<file path="src/rtl/step_trap_pkg.sv">
package step_trap_pkg;

  localparam int CLASS_W = 4;

  typedef enum logic [CLASS_W-1:0] {
    CL_OTHER      = 4'd0,
    CL_LOAD       = 4'd1,
    CL_STORE      = 4'd2,
    CL_IC_INVAL   = 4'd3,
    CL_IC_TOUCH   = 4'd4,
    CL_DC_TOUCH   = 4'd5,
    CL_DC_WRBACK  = 4'd6,
    CL_DC_FLUSH   = 4'd7,
    CL_DC_TOUCHST = 4'd8,
    CL_DC_ZERO    = 4'd9,
    CL_INT_RETURN = 4'd10
  } done_class_e;

  // Instructions reported to the handler as reads of memory.
  function automatic logic acts_as_load(input logic [CLASS_W-1:0] cls);
    case (cls)
      CL_LOAD, CL_IC_INVAL, CL_IC_TOUCH,
      CL_DC_TOUCH, CL_DC_WRBACK, CL_DC_FLUSH: acts_as_load = 1'b1;
      default:                                acts_as_load = 1'b0;
    endcase
  endfunction

  // Instructions reported to the handler as writes of memory.
  function automatic logic acts_as_store(input logic [CLASS_W-1:0] cls);
    case (cls)
      CL_STORE, CL_DC_TOUCHST, CL_DC_ZERO: acts_as_store = 1'b1;
      default:                             acts_as_store = 1'b0;
    endcase
  endfunction

  function automatic logic is_int_return(input logic [CLASS_W-1:0] cls);
    is_int_return = (cls == CL_INT_RETURN);
  endfunction

endpackage

</file>
<file path="src/rtl/step_trap_classify.sv">
module step_trap_classify
  import step_trap_pkg::*;
(
  input  logic [CLASS_W-1:0] done_class,
  output logic               load_like,
  output logic               store_like,
  output logic               int_return
);

  always_comb begin
    load_like  = acts_as_load(done_class);
    store_like = acts_as_store(done_class);
    int_return = is_int_return(done_class);
  end

endmodule

</file>
<file path="src/rtl/step_trap_capture.sv">
module step_trap_capture #(
  parameter int ADDR_W = 64,
  parameter int TE_W   = 2
) (
  input  logic              clk,
  input  logic              rst_n,
  input  logic [TE_W-1:0]   trace_en,
  input  logic              done_valid,
  input  logic              done_fault,
  input  logic              int_return,
  input  logic              load_like,
  input  logic              store_like,
  input  logic [ADDR_W-1:0] done_next_pc,
  input  logic              irq_ack,
  output logic              trace_hit,
  output logic              trace_pend,
  output logic              trace_take,
  output logic [ADDR_W-1:0] save_pc,
  output logic              save_load,
  output logic              save_store
);

  logic trace_on;

  assign trace_on   = |trace_en;
  // A completion is only considered while no trap is waiting: the core is
  // held, so anything arriving then is not a real retirement.
  assign trace_hit  = done_valid & trace_on & ~done_fault & ~int_return & ~trace_pend;
  assign trace_take = trace_pend & irq_ack;

  always_ff @(posedge clk or negedge rst_n) begin
    if (!rst_n) begin
      trace_pend <= 1'b0;
      save_pc    <= '0;
      save_load  <= 1'b0;
      save_store <= 1'b0;
    end else if (trace_hit) begin
      trace_pend <= 1'b1;
      save_pc    <= done_next_pc;
      save_load  <= load_like;
      save_store <= store_like;
    end else if (trace_take) begin
      trace_pend <= 1'b0;
    end
  end

endmodule

</file>
<file path="src/rtl/step_trap_arb.sv">
module step_trap_arb #(
  parameter int               VEC_W     = 12,
  parameter logic [VEC_W-1:0] TRACE_VEC = 12'hD00,
  parameter logic [VEC_W-1:0] ASYNC_VEC = 12'h500
) (
  input  logic             trace_pend,
  input  logic             trace_hit,
  input  logic             async_req,
  output logic             irq_req,
  output logic             irq_is_trace,
  output logic [VEC_W-1:0] irq_vector,
  output logic             issue_hold
);

  logic async_win;

  assign async_win = async_req & ~trace_pend & ~trace_hit;

  always_comb begin
    irq_req      = trace_pend | async_win;
    irq_is_trace = trace_pend;
    issue_hold   = trace_pend | trace_hit;
    if (trace_pend)     irq_vector = TRACE_VEC;
    else if (async_win) irq_vector = ASYNC_VEC;
    else                irq_vector = '0;
  end

endmodule

</file>
<file path="src/rtl/step_trap_ctrl.sv">
module step_trap_ctrl
  import step_trap_pkg::*;
#(
  parameter int               ADDR_W    = 64,
  parameter int               TE_W      = 2,
  parameter int               VEC_W     = 12,
  parameter logic [VEC_W-1:0] TRACE_VEC = 12'hD00,
  parameter logic [VEC_W-1:0] ASYNC_VEC = 12'h500
) (
  input  logic               clk,
  input  logic               rst_n,
  input  logic [TE_W-1:0]    trace_en,
  input  logic               done_valid,
  input  logic [CLASS_W-1:0] done_class,
  input  logic               done_fault,
  input  logic [ADDR_W-1:0]  done_next_pc,
  input  logic               async_req,
  input  logic               irq_ack,
  output logic               irq_req,
  output logic [VEC_W-1:0]   irq_vector,
  output logic               irq_is_trace,
  output logic [ADDR_W-1:0]  save_pc,
  output logic               save_load,
  output logic               save_store,
  output logic               issue_hold,
  output logic               trace_en_clr
);

  logic load_like, store_like, int_return;
  logic trace_hit, trace_pend, trace_take;

  step_trap_classify u_classify (
    .done_class (done_class),
    .load_like  (load_like),
    .store_like (store_like),
    .int_return (int_return)
  );

  step_trap_capture #(.ADDR_W(ADDR_W), .TE_W(TE_W)) u_capture (
    .clk          (clk),
    .rst_n        (rst_n),
    .trace_en     (trace_en),
    .done_valid   (done_valid),
    .done_fault   (done_fault),
    .int_return   (int_return),
    .load_like    (load_like),
    .store_like   (store_like),
    .done_next_pc (done_next_pc),
    .irq_ack      (irq_ack),
    .trace_hit    (trace_hit),
    .trace_pend   (trace_pend),
    .trace_take   (trace_take),
    .save_pc      (save_pc),
    .save_load    (save_load),
    .save_store   (save_store)
  );

  step_trap_arb #(.VEC_W(VEC_W), .TRACE_VEC(TRACE_VEC), .ASYNC_VEC(ASYNC_VEC)) u_arb (
    .trace_pend   (trace_pend),
    .trace_hit    (trace_hit),
    .async_req    (async_req),
    .irq_req      (irq_req),
    .irq_is_trace (irq_is_trace),
    .irq_vector   (irq_vector),
    .issue_hold   (issue_hold)
  );

  assign trace_en_clr = trace_take;

endmodule

</file>
<file path="config.mk">
export PLATFORM = sky130hd
export DESIGN_NAME = step_trap_ctrl
export DESIGN_NICKNAME = d
export VERILOG_FILES = /design/src/rtl/step_trap_pkg.sv /design/src/rtl/step_trap_classify.sv /design/src/rtl/step_trap_capture.sv /design/src/rtl/step_trap_arb.sv /design/src/rtl/step_trap_ctrl.sv
export SDC_FILE = /design/constraint.sdc
export NUM_CORES = 1
export LEC_CHECK = 0
export ABC_AREA = 1
export BUFFER_PORTS_ARGS = -buffer_cell sky130_fd_sc_hd__buf_2
export CAP_MARGIN = 20
export CELL_PAD_IN_SITES_DETAIL_PLACEMENT = 2
export CELL_PAD_IN_SITES_GLOBAL_PLACEMENT = 2
export CORE_MARGIN = 5
export CORE_UTILIZATION = 22
export DETAILED_ROUTE_END_ITERATION = 10
export GPL_ROUTABILITY_DRIVEN = 0
export GPL_TIMING_DRIVEN = 0
export PLACE_DENSITY_LB_ADDON = 0.1
export SYNTH_ARGS = -nofsm -noshare
export SYNTH_HDL_FRONTEND = slang
export SYNTH_SLANG_ARGS = --single-unit
</file>
<file path="constraint.sdc">
create_clock -name clk -period 1.3 [get_ports clk]
set_clock_uncertainty 0.1 [all_clocks]
set_input_delay 0.13 -clock clk [delete_from_list [all_inputs] [get_ports clk]]
set_output_delay 0.13 -clock clk [all_outputs]
set_load 0.005 [all_outputs]
</file>
Word-level counts from Yosys, hierarchy flattened

Cells that the tools add are included.
Widths: inputs -> output; s select.

Eq/ne operators: 10
Mux-type cells: 6
Bitwise gates (word level): 13
Reduce and logical (&&, ||, !) cells: 4

Operators with widths:

| operator           | count |
|---|---|
| $eq 4x3->1 const B | 4 |
| $eq 4x4->1 const B | 3 |
| $mux 12            | 1 |
| $mux 11            | 1 |
| $eq 4x2->1 const B | 2 |
| $and 1x1->1        | 7 |
| $reduce_or 6->1    | 1 |
| $eq 4x1->1 const B | 1 |
| $mux 1             | 4 |
| $not 1->1          | 4 |
| $reduce_or 3->1    | 1 |
| $or 1x1->1         | 2 |
| $reduce_bool 2->1  | 1 |
| $reduce_or 2->1    | 1 |

Bits in registers: 67
Input port bits: 76
Word-level logic and storage cells: 37

Depth between registers and ports, before layout

Gate-level depths: netlist (run 1).

Depth after elaboration: 9
Mapped depth: 8

By module

Synthesis (run 1) repeated with hierarchy kept, for this count alone.

Cell total of the unflattened synthesis: 334
Area total of the unflattened synthesis: 2976.6 um^2

Modules (own cells, without submodules):

| module             | times used | cells each | area an instance (um^2) | sequential area each (um^2) |
|---|---|---|---|---|
| step_trap_capture  | 1          | 305        | 2812.7                  | 1676.6 |
| step_trap_arb      | 1          | 19         | 120.1                   | 0.0 |
| step_trap_classify | 1          | 10         | 43.8                    | 0.0 |

Worst setup path after synthesis (run 1)

No wires, ideal clock.

Kind: register to output
Start: reg u_capture.trace_pend
End: out irq_vector[10]
Arrival: 1.122 ns
Setup slack: -0.052 ns
Cell stages (with the launch flop): 6
Buffers on the path: 3
Path through: dfrtp_1 inv_2 buf_2 buf_2 nand2_1 buf_4

Longest elaborated chain between the ends: 6

Ends and longest elaborated chain:

| what                   | RTL line                                     | source |
|---|---|---|
| from (decl)            | step_trap_capture.sv:16                      | `output logic trace_pend,` |
| from (signal assigned) | step_trap_capture.sv:33                      | `trace_pend <= 1'b0;` |
| from (signal assigned) | step_trap_capture.sv:38                      | `trace_pend <= 1'b1;` |
| from (signal assigned) | step_trap_capture.sv:43                      | `trace_pend <= 1'b0;` |
| $not 1->1              | step_trap_capture.sv:28, step_trap_arb.sv:17 |  |
| $and 1x1->1            | step_trap_capture.sv:28                      | `assign trace_hit = done_valid & trace_on & ~done_fault & ~int_return & ~trace_pend;` |
| $not 1->1              | step_trap_arb.sv:17                          | `assign async_win = async_req & ~trace_pend & ~trace_hit;` |
| $and 1x1->1            | step_trap_arb.sv:17                          |  |
| $mux 11                | step_trap_arb.sv:24                          | `else if (async_win) irq_vector = ASYNC_VEC;` |
| $mux 12 *              | step_trap_arb.sv:23                          | `if (trace_pend) irq_vector = TRACE_VEC;` |
| to (decl)              | step_trap_ctrl.sv:20                         | `output logic [VEC_W-1:0] irq_vector,` |

Every way passes the cells marked *; elsewhere a longest branch is shown, timed or not.

Final worst setup path (run 1)

Start: reg u_capture.trace_pend
End: out irq_vector[8]

The elaborated chain is that of the path after synthesis.

==> results of run 1 <==
==> through the flow <==
| step | TNS, ns | setup slack, ns | instance area, sq um | std cells | utilization [%] |
|---|---|---|---|---|---|
| final | -4.115 | -0.1323 | 5151 | 761 | 38.44 |
| after global routing | -9.062 | -0.1884 | 5151 | 761 | 38.44 |
| after CTS | -5.938 | -0.1619 | 5137 | 761 | 38.34 |
| after detailed placement | -9.585 | -0.3303 | 4050 | 672 | 30.22 |
| after global placement | -41.90 | -0.5106 | 4028 | 671 | 30.06 |
| after floorplan | 0 | 0.03009 | 3067 | 347 | - |
==> where the power goes <==
group | internal [uW] | switching [uW] | leakage [uW]
registers | 2540 | 255 | 0.000836
clock network | 1320 | 873 | 0.000132
logic | 901 | 874 | 0.00186
==> worst min path at each step <==
stage                                  to  slack [ns]  depth (start not counted)
finish                u_capture.save_load        0.02                          4
CTS                   u_capture.save_load       0.004                          4
floorplan             u_capture.save_load       -0.27                          0
global placement     u_capture.trace_pend        0.24                          2
global route          u_capture.save_load        0.03                          4
detailed placement  u_capture.save_pc[13]        0.02                          1
==> layout make-up <==
| type | instances | area, sq um |
|---|---|---|
| Fill cell | 1518 | 8249 |
| Tap cell | 176 | 220.2 |
| Multi-Input combinational cell | 229 | 1086 |
| Inverter | 11 | 43.79 |
| Clock inverter | 3 | 15.01 |
| Sequential cell | 67 | 1678 |
| Buffer | 39 | 331.6 |
| Timing Repair Buffer | 224 | 1530 |
| Clock buffer | 12 | 246.5 |
==> per-layer routing <==
metal	global-route usage [%]	routed length, um
met5	0	0
met4	5.994	234
met3	3.339	637
met2	26.73	6158
met1	18.63	5200
==> cells by family after synthesis <==
kind of cell / after synthesis / synth area share (%)
compound gates: 2 / 0.3299
buf+inv: 51 / 10.61
flops: 67 / 55.30
other cells: 1 / 0.1237
simple gates: 218 / 33.64
==> tightest hold or removal path, stage by stage <==
cell     delay (ns)
buf_2          0.11
nor2_1         0.05
nand3_1        0.07
nand2_1        0.04
==> state kept, by name, summed over array words and instances, names as in the netlist <==
register              count
u_capture.trace_pend      1
u_capture.save_pc        64
u_capture.save_store      1
u_capture.save_load       1
==> layout by cell type (no fill, tap or decap), types with 2 or more instances in the layout <==
master	synthesis	routed
conb_1	1	9
buf_2	13	155
nand2_1	132	130
dlygate4sd3_1	0	66
nand2_2	12	12
nand2_4	0	2
clkbuf_16	0	9
buf_12	1	5
buf_4	16	21
nand4_1	64	64
dfrtp_1	67	66
nand3_1	2	2
buf_6	5	14
clkinv_2	0	3
clkbuf_2	0	2
clkbuf_1	2	2
inv_1	9	9
nor2_1	6	6
==> repair_timing <==
action,4_1_cts,5_1_grt
hold endpoints to repair,94,0
resized for setup,27,3
hold buffers,66,0
buffers inserted,9,0
endpoints found under the setup margin,71,71
pin swaps,3,0
==> reports/results.txt, run 1 <==
Status: complete, but fails checks
Violated checks: setup timing
Setup ws final: -0.1323 ns
Yosys warns: 0
HP Start: done_class[3]
WL per Instance: 16.07 um
Most used cell, CP: buf_6
P_leak: 0.002829 uW
Synth Register Bits: 67
Diode count: 0
Total grt overflow: 0
Worst-path maximum fanout: 3
FFs w/ async S/R, synth: 100.0%
Ports: 158
Hold crit path type: input port to flip-flop
Ranking of synthesized cells by area: dfrtp_1 55%, nand2_1 16%, nand4_1 13%
Power density over the cells: 1313 mW/mm^2
Peak VDD IR: 547.8 uV
Critical Path AT: 1.20 ns
Top-area cell type share of the netlist area: 55.30%
Iteration-0 DRC Markers: 135
Total number of vias: 3322
DRC viols: 0
FF-to-FF End: u_capture.save_pc[28]
Critical setup path kind: flip-flop to output port
Port-buffer cells: 148
Largest area contributor in the netlist: dfrtp_1
Commonest cells post-synth: 132 x nand2_1, 67 x dfrtp_1, 64 x nand4_1, 16 x buf_4, 13 x buf_2
Max incr delay on CP: 0.42 ns
R2r setup slk: -0.09 ns
Most frequent cell after synthesis: nand2_1
Clock slew at reported path FFs: 0.05 ns
Count of cell types in the netlist: 19
First-pass GRT wire length: 19820 um
Cells after Synth: 339
Core Rows: 42
Achievable frequency: 0.6982 GHz
HPWL after detailed placement: 8370 um
Final setup viols: 61
Initial antenna violation count: 0
DR vias/cell: 4.365
Pin count of the biggest net entering global routing: 39
Root buffer cell: clkbuf_16
CP startpoint: u_capture.trace_pend
Final wirelength: 12230 um
Vias in the first global route: 3857
Final Hold Viols: 0
H-tree depth: 3
Final period util: 110.2%
DRT Pass-1 Iters: 4
Routed Antenna Nets: 0
Crit path cell chain: inv_4, buf_12, nand2_4, buf_6, buf_6
RSZ-0062 raised after global routing: true
CTS max path bufs: 2
Worst-Skew Late Latency: 0.33 ns
Hold WS: 0.01605 ns
Minimum clock period: 1.432 ns
CTS tree: yes
Data required time at the worst endpoint: 1.07 ns
Reg2reg start: u_capture.trace_pend
CP Depth: 5
Mapped Area: 0.003032 sq mm
Synth Flop Type: dfrtp_1
Startpoint types: flip-flop
Layout cells sized above 1: 39.15%
Num Clock Sinks: 67
Core Box Area: 0.01340 sq mm
CP endpoint kind: output port
Critical Path Sink: irq_vector[8]
R2r worst-path depth: 7
Area grow syn2layout: 69.91%
Synth Area per Inst: 8.943 sq um
Clock buffer count from CTS: 9
CP top delay family: flip-flops
Die span in x: 127.4 um
Max-slew violations: 0
GRT Total Usage: 15.41%
Die Y: 127.4 um
CP max stage cell: dfrtp_2
Sequential fraction of the synthesis area: 55.30%
Die ar.: 0.01623 sq mm
Buf+Inv Stages, Crit Path: 4
Max Cap Viol: 0
EDFF count, synth: 0
Nets: 657
Post-layout power: 6765 uW
Starting density of the core: 22.62%
Note: power is estimated with default switching activity, not from simulation.
==> inputs of run 2 (changes only) <==
- CELL_PAD_IN_SITES_DETAIL_PLACEMENT: 2 -> 1
==> run 2 against run 1 <==
Effect of this change:
- the flow still finishes with violations (setup timing)
- first-iteration DRC count is 1.5% higher
- clock power is 5% higher
- cell count is 0.53% lower
==> reports/results.txt, run 2 (synthesis results as in run 1) <==
Status: complete, but fails checks
Violated checks: setup timing
Crit path cell chain: inv_4, buf_12, nand2_4, buf_6, buf_6
Cell area after layout: 0.005131 sq mm
Max-slew violations: 0
DRT Pass-1 Iters: 5
Core Rows: 42
GRT Total Usage: 14.45%
Most used cell, CP: buf_6
Total grt overflow: 0
Power density over the cells: 1333 mW/mm^2
Total number of vias: 3228
H-tree depth: 3
Routed Antenna Nets: 0
WL per Instance: 15.49 um
Sequential cell area: 0.001677 sq mm
Biggest register: u_capture.save_pc
Diode count: 0
Max FFs per register: 64
Peak VDD IR: 528.7 uV
RSZ-0062 raised after global routing: true
Worst-Skew Late Latency: 0.33 ns
CTS max path bufs: 2
Final design utilization: 38.29%
Die Y: 127.4 um
Clock slew at reported path FFs: 0.05 ns
Final setup viols: 40
Root buffer cell: clkbuf_16
Hold crit path type: input port to flip-flop
Num Clock Sinks: 67
Die span in x: 127.4 um
Area after DPL: 0.004050 sq mm
Data required time at the worst endpoint: 1.07 ns
Reg2reg start: u_capture.trace_pend
CTS tree: yes
Critical Path AT: 1.20 ns
Nets: 653
Min-Delay Endpoint: u_capture.save_store
Initial antenna violation count: 0
Multi-input gate area: 0.001079 sq mm
CP max stage cell: dfrtp_1
Startpoint types: flip-flop
Final Hold Viols: 0
Max Cap Viol: 0
Die ar.: 0.01623 sq mm
HP Start: done_class[3]
Most frequent cells in the layout: 153 x buf_2, 131 x nand2_1, 67 x dlygate4sd3_1, 67 x dfrtp_1, 64 x nand4_1
Vias in the first global route: 3492
Critical setup path kind: flip-flop to output port
Final period util: 109.8%
Worst slack, placed: -0.3261 ns
R2r worst-path depth: 7
Worst-path maximum fanout: 3
Core Box Area: 0.01340 sq mm
Ports: 158
First-pass GRT wire length: 18400 um
HPWL after detailed placement: 7908 um
Area grow syn2layout: 69.25%
Pin count of the biggest net entering global routing: 39
Final TNS setup: -3.364 ns
R2r setup slk: -0.10 ns
Layout cells sized above 1: 38.38%
DR vias/cell: 4.264
Starting density of the core: 22.62%
Achievable frequency: 0.7006 GHz
DRC viols: 0
Cell count of the worst hold path: 5
Leading cell type in the layout, fill and taps excluded: buf_2
CP endpoint kind: output port
Setup ws final: -0.1273 ns
Final wirelength: 11730 um
Minimum clock period: 1.427 ns
Iteration-0 DRC Markers: 137
Max incr delay on CP: 0.40 ns
FF-to-FF End: u_capture.save_pc[16]
Clock buffer count from CTS: 9
Filler Cell Count: 1623
Port-buffer cells: 148
P_leak: 0.002822 uW
-- run 2: per-layer routing --
layer | global-route usage, % | vias up | routed length [um]
met4 | 6.435 | 0 | 271
met5 | 0 | - | 0
met2 | 24.13 | 106 | 5721
li1 | - | 1577 | -
met3 | 3.506 | 19 | 696
met1 | 17.68 | 1526 | 5037
-- run 2: timing repair --
item,in CTS,in global routing
buffers inserted,3,1
hold buffers,67,0
gates resized for setup,18,13
setup endpoints to repair,71,73
pin swaps,1,0
hold endpoints to repair,95,0
-- run 2: critical path, delay by kind of cell, from the launching register on --
family | cells | cell delay (ns)
buffers and inverters | 4 | 0.41
AND/OR/NAND/NOR | 1 | 0.05
flip-flops | 1 | 0.40
-- run 2: how the worst max path moves through the flow --
stage	startpoint	endpoint	slack, ns	cells after the start
final	u_capture.trace_pend	irq_vector[8]	-0.13	5
after global routing	u_capture.trace_pend	irq_vector[10]	-0.20	5
after CTS	u_capture.trace_pend	irq_vector[8]	-0.15	5
after detailed placement	u_capture.trace_pend	irq_vector[8]	-0.33	6
after global placement	rst_n	u_capture.save_pc[47]	-0.51	1
after floorplan	u_capture.trace_pend	irq_vector[10]	0.03	5
-- run 2: final cells by class --
type,count,area share [%]
Buffer,39,6.608
Clock buffer,13,5.267
Clock inverter,2,0.1951
Inverter,11,0.8535
Multi-Input combinational cell,229,21.02
Sequential cell,67,32.68
Tap cell,176,4.292
Timing Repair Buffer,220,29.09
-- run 2: report_power, final --
part | switching [uW] | internal (uW) | leakage [uW] | total (uW)
combinational | 846 | 882 | 0.00184 | 1730
sequential | 247 | 2540 | 0.000837 | 2790
clock | 893 | 1430 | 0.000141 | 2320
-- run 2: stage by stage --
step                instances  total power [uW]  hold slack, ns
floorplan                 347              3460         -0.2656
global placement          671              4320          0.2433
detailed placement        672              4356        0.009890
CTS                       756              6962         0.05679
global route              757              7314          0.1087
finish                    757              6838         0.07679
==> inputs of run 3 (changes only) <==
--- a/config.mk
+++ b/config.mk
@@ -17,3 +17,3 @@
 export GPL_TIMING_DRIVEN = 0
-export PLACE_DENSITY_LB_ADDON = 0.1
+export PLACE_DENSITY_LB_ADDON = 0.15
 export SYNTH_ARGS = -nofsm -noshare
--- a/constraint.sdc
+++ b/constraint.sdc
@@ -4,2 +4,2 @@
 set_output_delay 0.13 -clock clk [all_outputs]
-set_load 0.005 [all_outputs]
+set_load 0.01 [all_outputs]
==> run 3 against run 2 <==
Effect of this change:
- non-clock buffer count increased by 2
- routed wire length decreased by 2.6%
- sequential share of layout area about the same
- the run still ends with setup timing left
- sequential power about the same
- largest power group unchanged
- die area unchanged
- first-iteration DRC count decreased by 27%
==> reports/results.txt, run 3 (synthesis results as in run 1) <==
Clock buffer count from CTS: 9
Vias in the first global route: 3578
Max FFs per register: 64
Ports: 158
Routed Antenna Nets: 0
Worst-Skew Late Latency: 0.33 ns
Crit path cell chain: inv_4, buf_12, nand2_4, buf_6, buf_6
Initial antenna violation count: 0
Area after DPL: 0.004064 sq mm
Cell area after layout: 0.005141 sq mm
DR vias/cell: 4.247
Die span in x: 127.4 um
Filler Cell Count: 1610
Core Box Area: 0.01340 sq mm
Buf+Inv Stages, Crit Path: 4
Num Clock Sinks: 67
Post-layout power: 7004 uW
Achievable frequency: 0.7014 GHz
Final setup viols: 69
Die ar.: 0.01623 sq mm
GRT Total Usage: 14.37%
First-pass GRT wire length: 18360 um
Clock slew at reported path FFs: 0.05 ns
Leading cell type in the layout, fill and taps excluded: buf_2
Layout cells sized above 1: 38.53%
Startpoint types: flip-flop
Setup ws final: -0.1256 ns
Total number of vias: 3228
Sequential cell area: 0.001678 sq mm
WL per Instance: 15.02 um
Starting density of the core: 22.62%
P_leak: 0.002823 uW
Area grow syn2layout: 69.58%
DRC viols: 0
Data required time at the worst endpoint: 1.07 ns
Max incr delay on CP: 0.42 ns
Power density over the cells: 1362 mW/mm^2
Root buffer cell: clkbuf_16
H-tree depth: 3
CP top delay family: flip-flops
RSZ-0062 raised after global routing: true
Worst-path maximum fanout: 3
Status: complete, but fails checks
Minimum clock period: 1.426 ns
Nets: 655
Critical Path AT: 1.20 ns
Die Y: 127.4 um
Most frequent cells in the layout: 156 x buf_2, 131 x nand2_1, 67 x dlygate4sd3_1
Hold crit path type: input port to flip-flop
Port-buffer cells: 148
Pin count of the biggest net entering global routing: 49
Multi-input gate area: 0.001079 sq mm
Violated checks: setup timing
Final Hold Viols: 0
Most used cell, CP: buf_6
CP endpoint kind: output port
CP max stage cell: dfrtp_2
CTS tree: yes
Final wirelength: 11420 um
Peak VDD IR: 560.5 uV
HPWL after detailed placement: 7791 um
Critical setup path kind: flip-flop to output port
Iteration-0 DRC Markers: 100
Diode count: 0
Final period util: 109.7%
CTS max path bufs: 2
Max Cap Viol: 0
Biggest register: u_capture.save_pc
Total grt overflow: 0
DRT Pass-1 Iters: 4
Max-slew violations: 0
Core Rows: 42
## run 3: cell count changes in the layout (fill, tap and decap cells not counted), moves of 2 or more
cell / previous run / this run
clkbuf_4: 3 / 0
buf_2: 153 / 156
buf_4: 17 / 19
clkbuf_1: 1 / 3
## run 3: area by class of cell
class                      instances  area share, %
timing repair buffer             222          29.47
tap                              176          4.283
clock buffer                      14          5.135
multi-input combinational        229          20.98
sequential                        67          32.64
clock inverter                     2         0.1947
inverter                          11         0.8518
buffer                            39          6.449
## run 3: where the power goes
| group | leakage [uW] | switching [uW] | internal, uW | total (uW) |
|---|---|---|---|---|
| combinational | 0.00185 | 1030 | 894 | 1930 |
| clock | 0.000137 | 905 | 1390 | 2300 |
| sequential | 0.000836 | 244 | 2540 | 2780 |
## run 3: worst paths after layout
path	from	endpoint	slack, ns	depth (start not counted)
max reg2reg	u_capture.trace_pend	u_capture.save_pc[18]	-0.07	7
max in group asynchronous	rst_n	u_capture.save_pc[2]	0.39	3
max	u_capture.trace_pend	irq_vector[10]	-0.13	5
min reg2reg	u_capture.save_pc[2]	u_capture.save_pc[2]	0.36	2
min in group asynchronous	rst_n	u_capture.save_pc[34]	0.15	2
min	done_class[2]	u_capture.save_store	0.07	6
## run 3: what timing repair did
action / in CTS / in global routing
gates resized for setup: 24 / 0
hold buffers: 67 / 0
endpoints found under the setup margin: 71 / 70
pin swaps: 2 / 0
hold endpoints to repair: 133 / 0
setup buffers: 6 / 0
## run 3: through the flow
stage	hold slack (ns)	std cells	setup TNS (ns)	utilization [%]	worst slack [ns]
final	0.07090	760	-2.742	38.37	-0.1256
after global routing	0.07974	760	-6.904	38.37	-0.1704
after CTS	0.05973	760	-4.385	38.37	-0.1518
after detailed placement	-0.05438	672	-8.884	30.33	-0.2655
after global placement	0.2293	671	-42.21	30.10	-0.5157
after floorplan	-0.2656	347	0	-	0.01926
## run 3: tightest hold or removal path: cells and delay by family
kind / cells / cell delay (ns)
AOI/OAI and AO/OA: 1 / 0.04
and+or+nand+nor: 3 / 0.16
buffers and inverters: 2 / 0.13
## run 3: per-layer routing
layer / wire, um / up-vias / track usage, %
li1: - / 1587 / -
met1: 4890 / 1534 / 18.17
met3: 565 / 15 / 2.254
met2: 5717 / 92 / 24.03
met5: 0 / - / 0
met4: 245 / 0 / 6.751
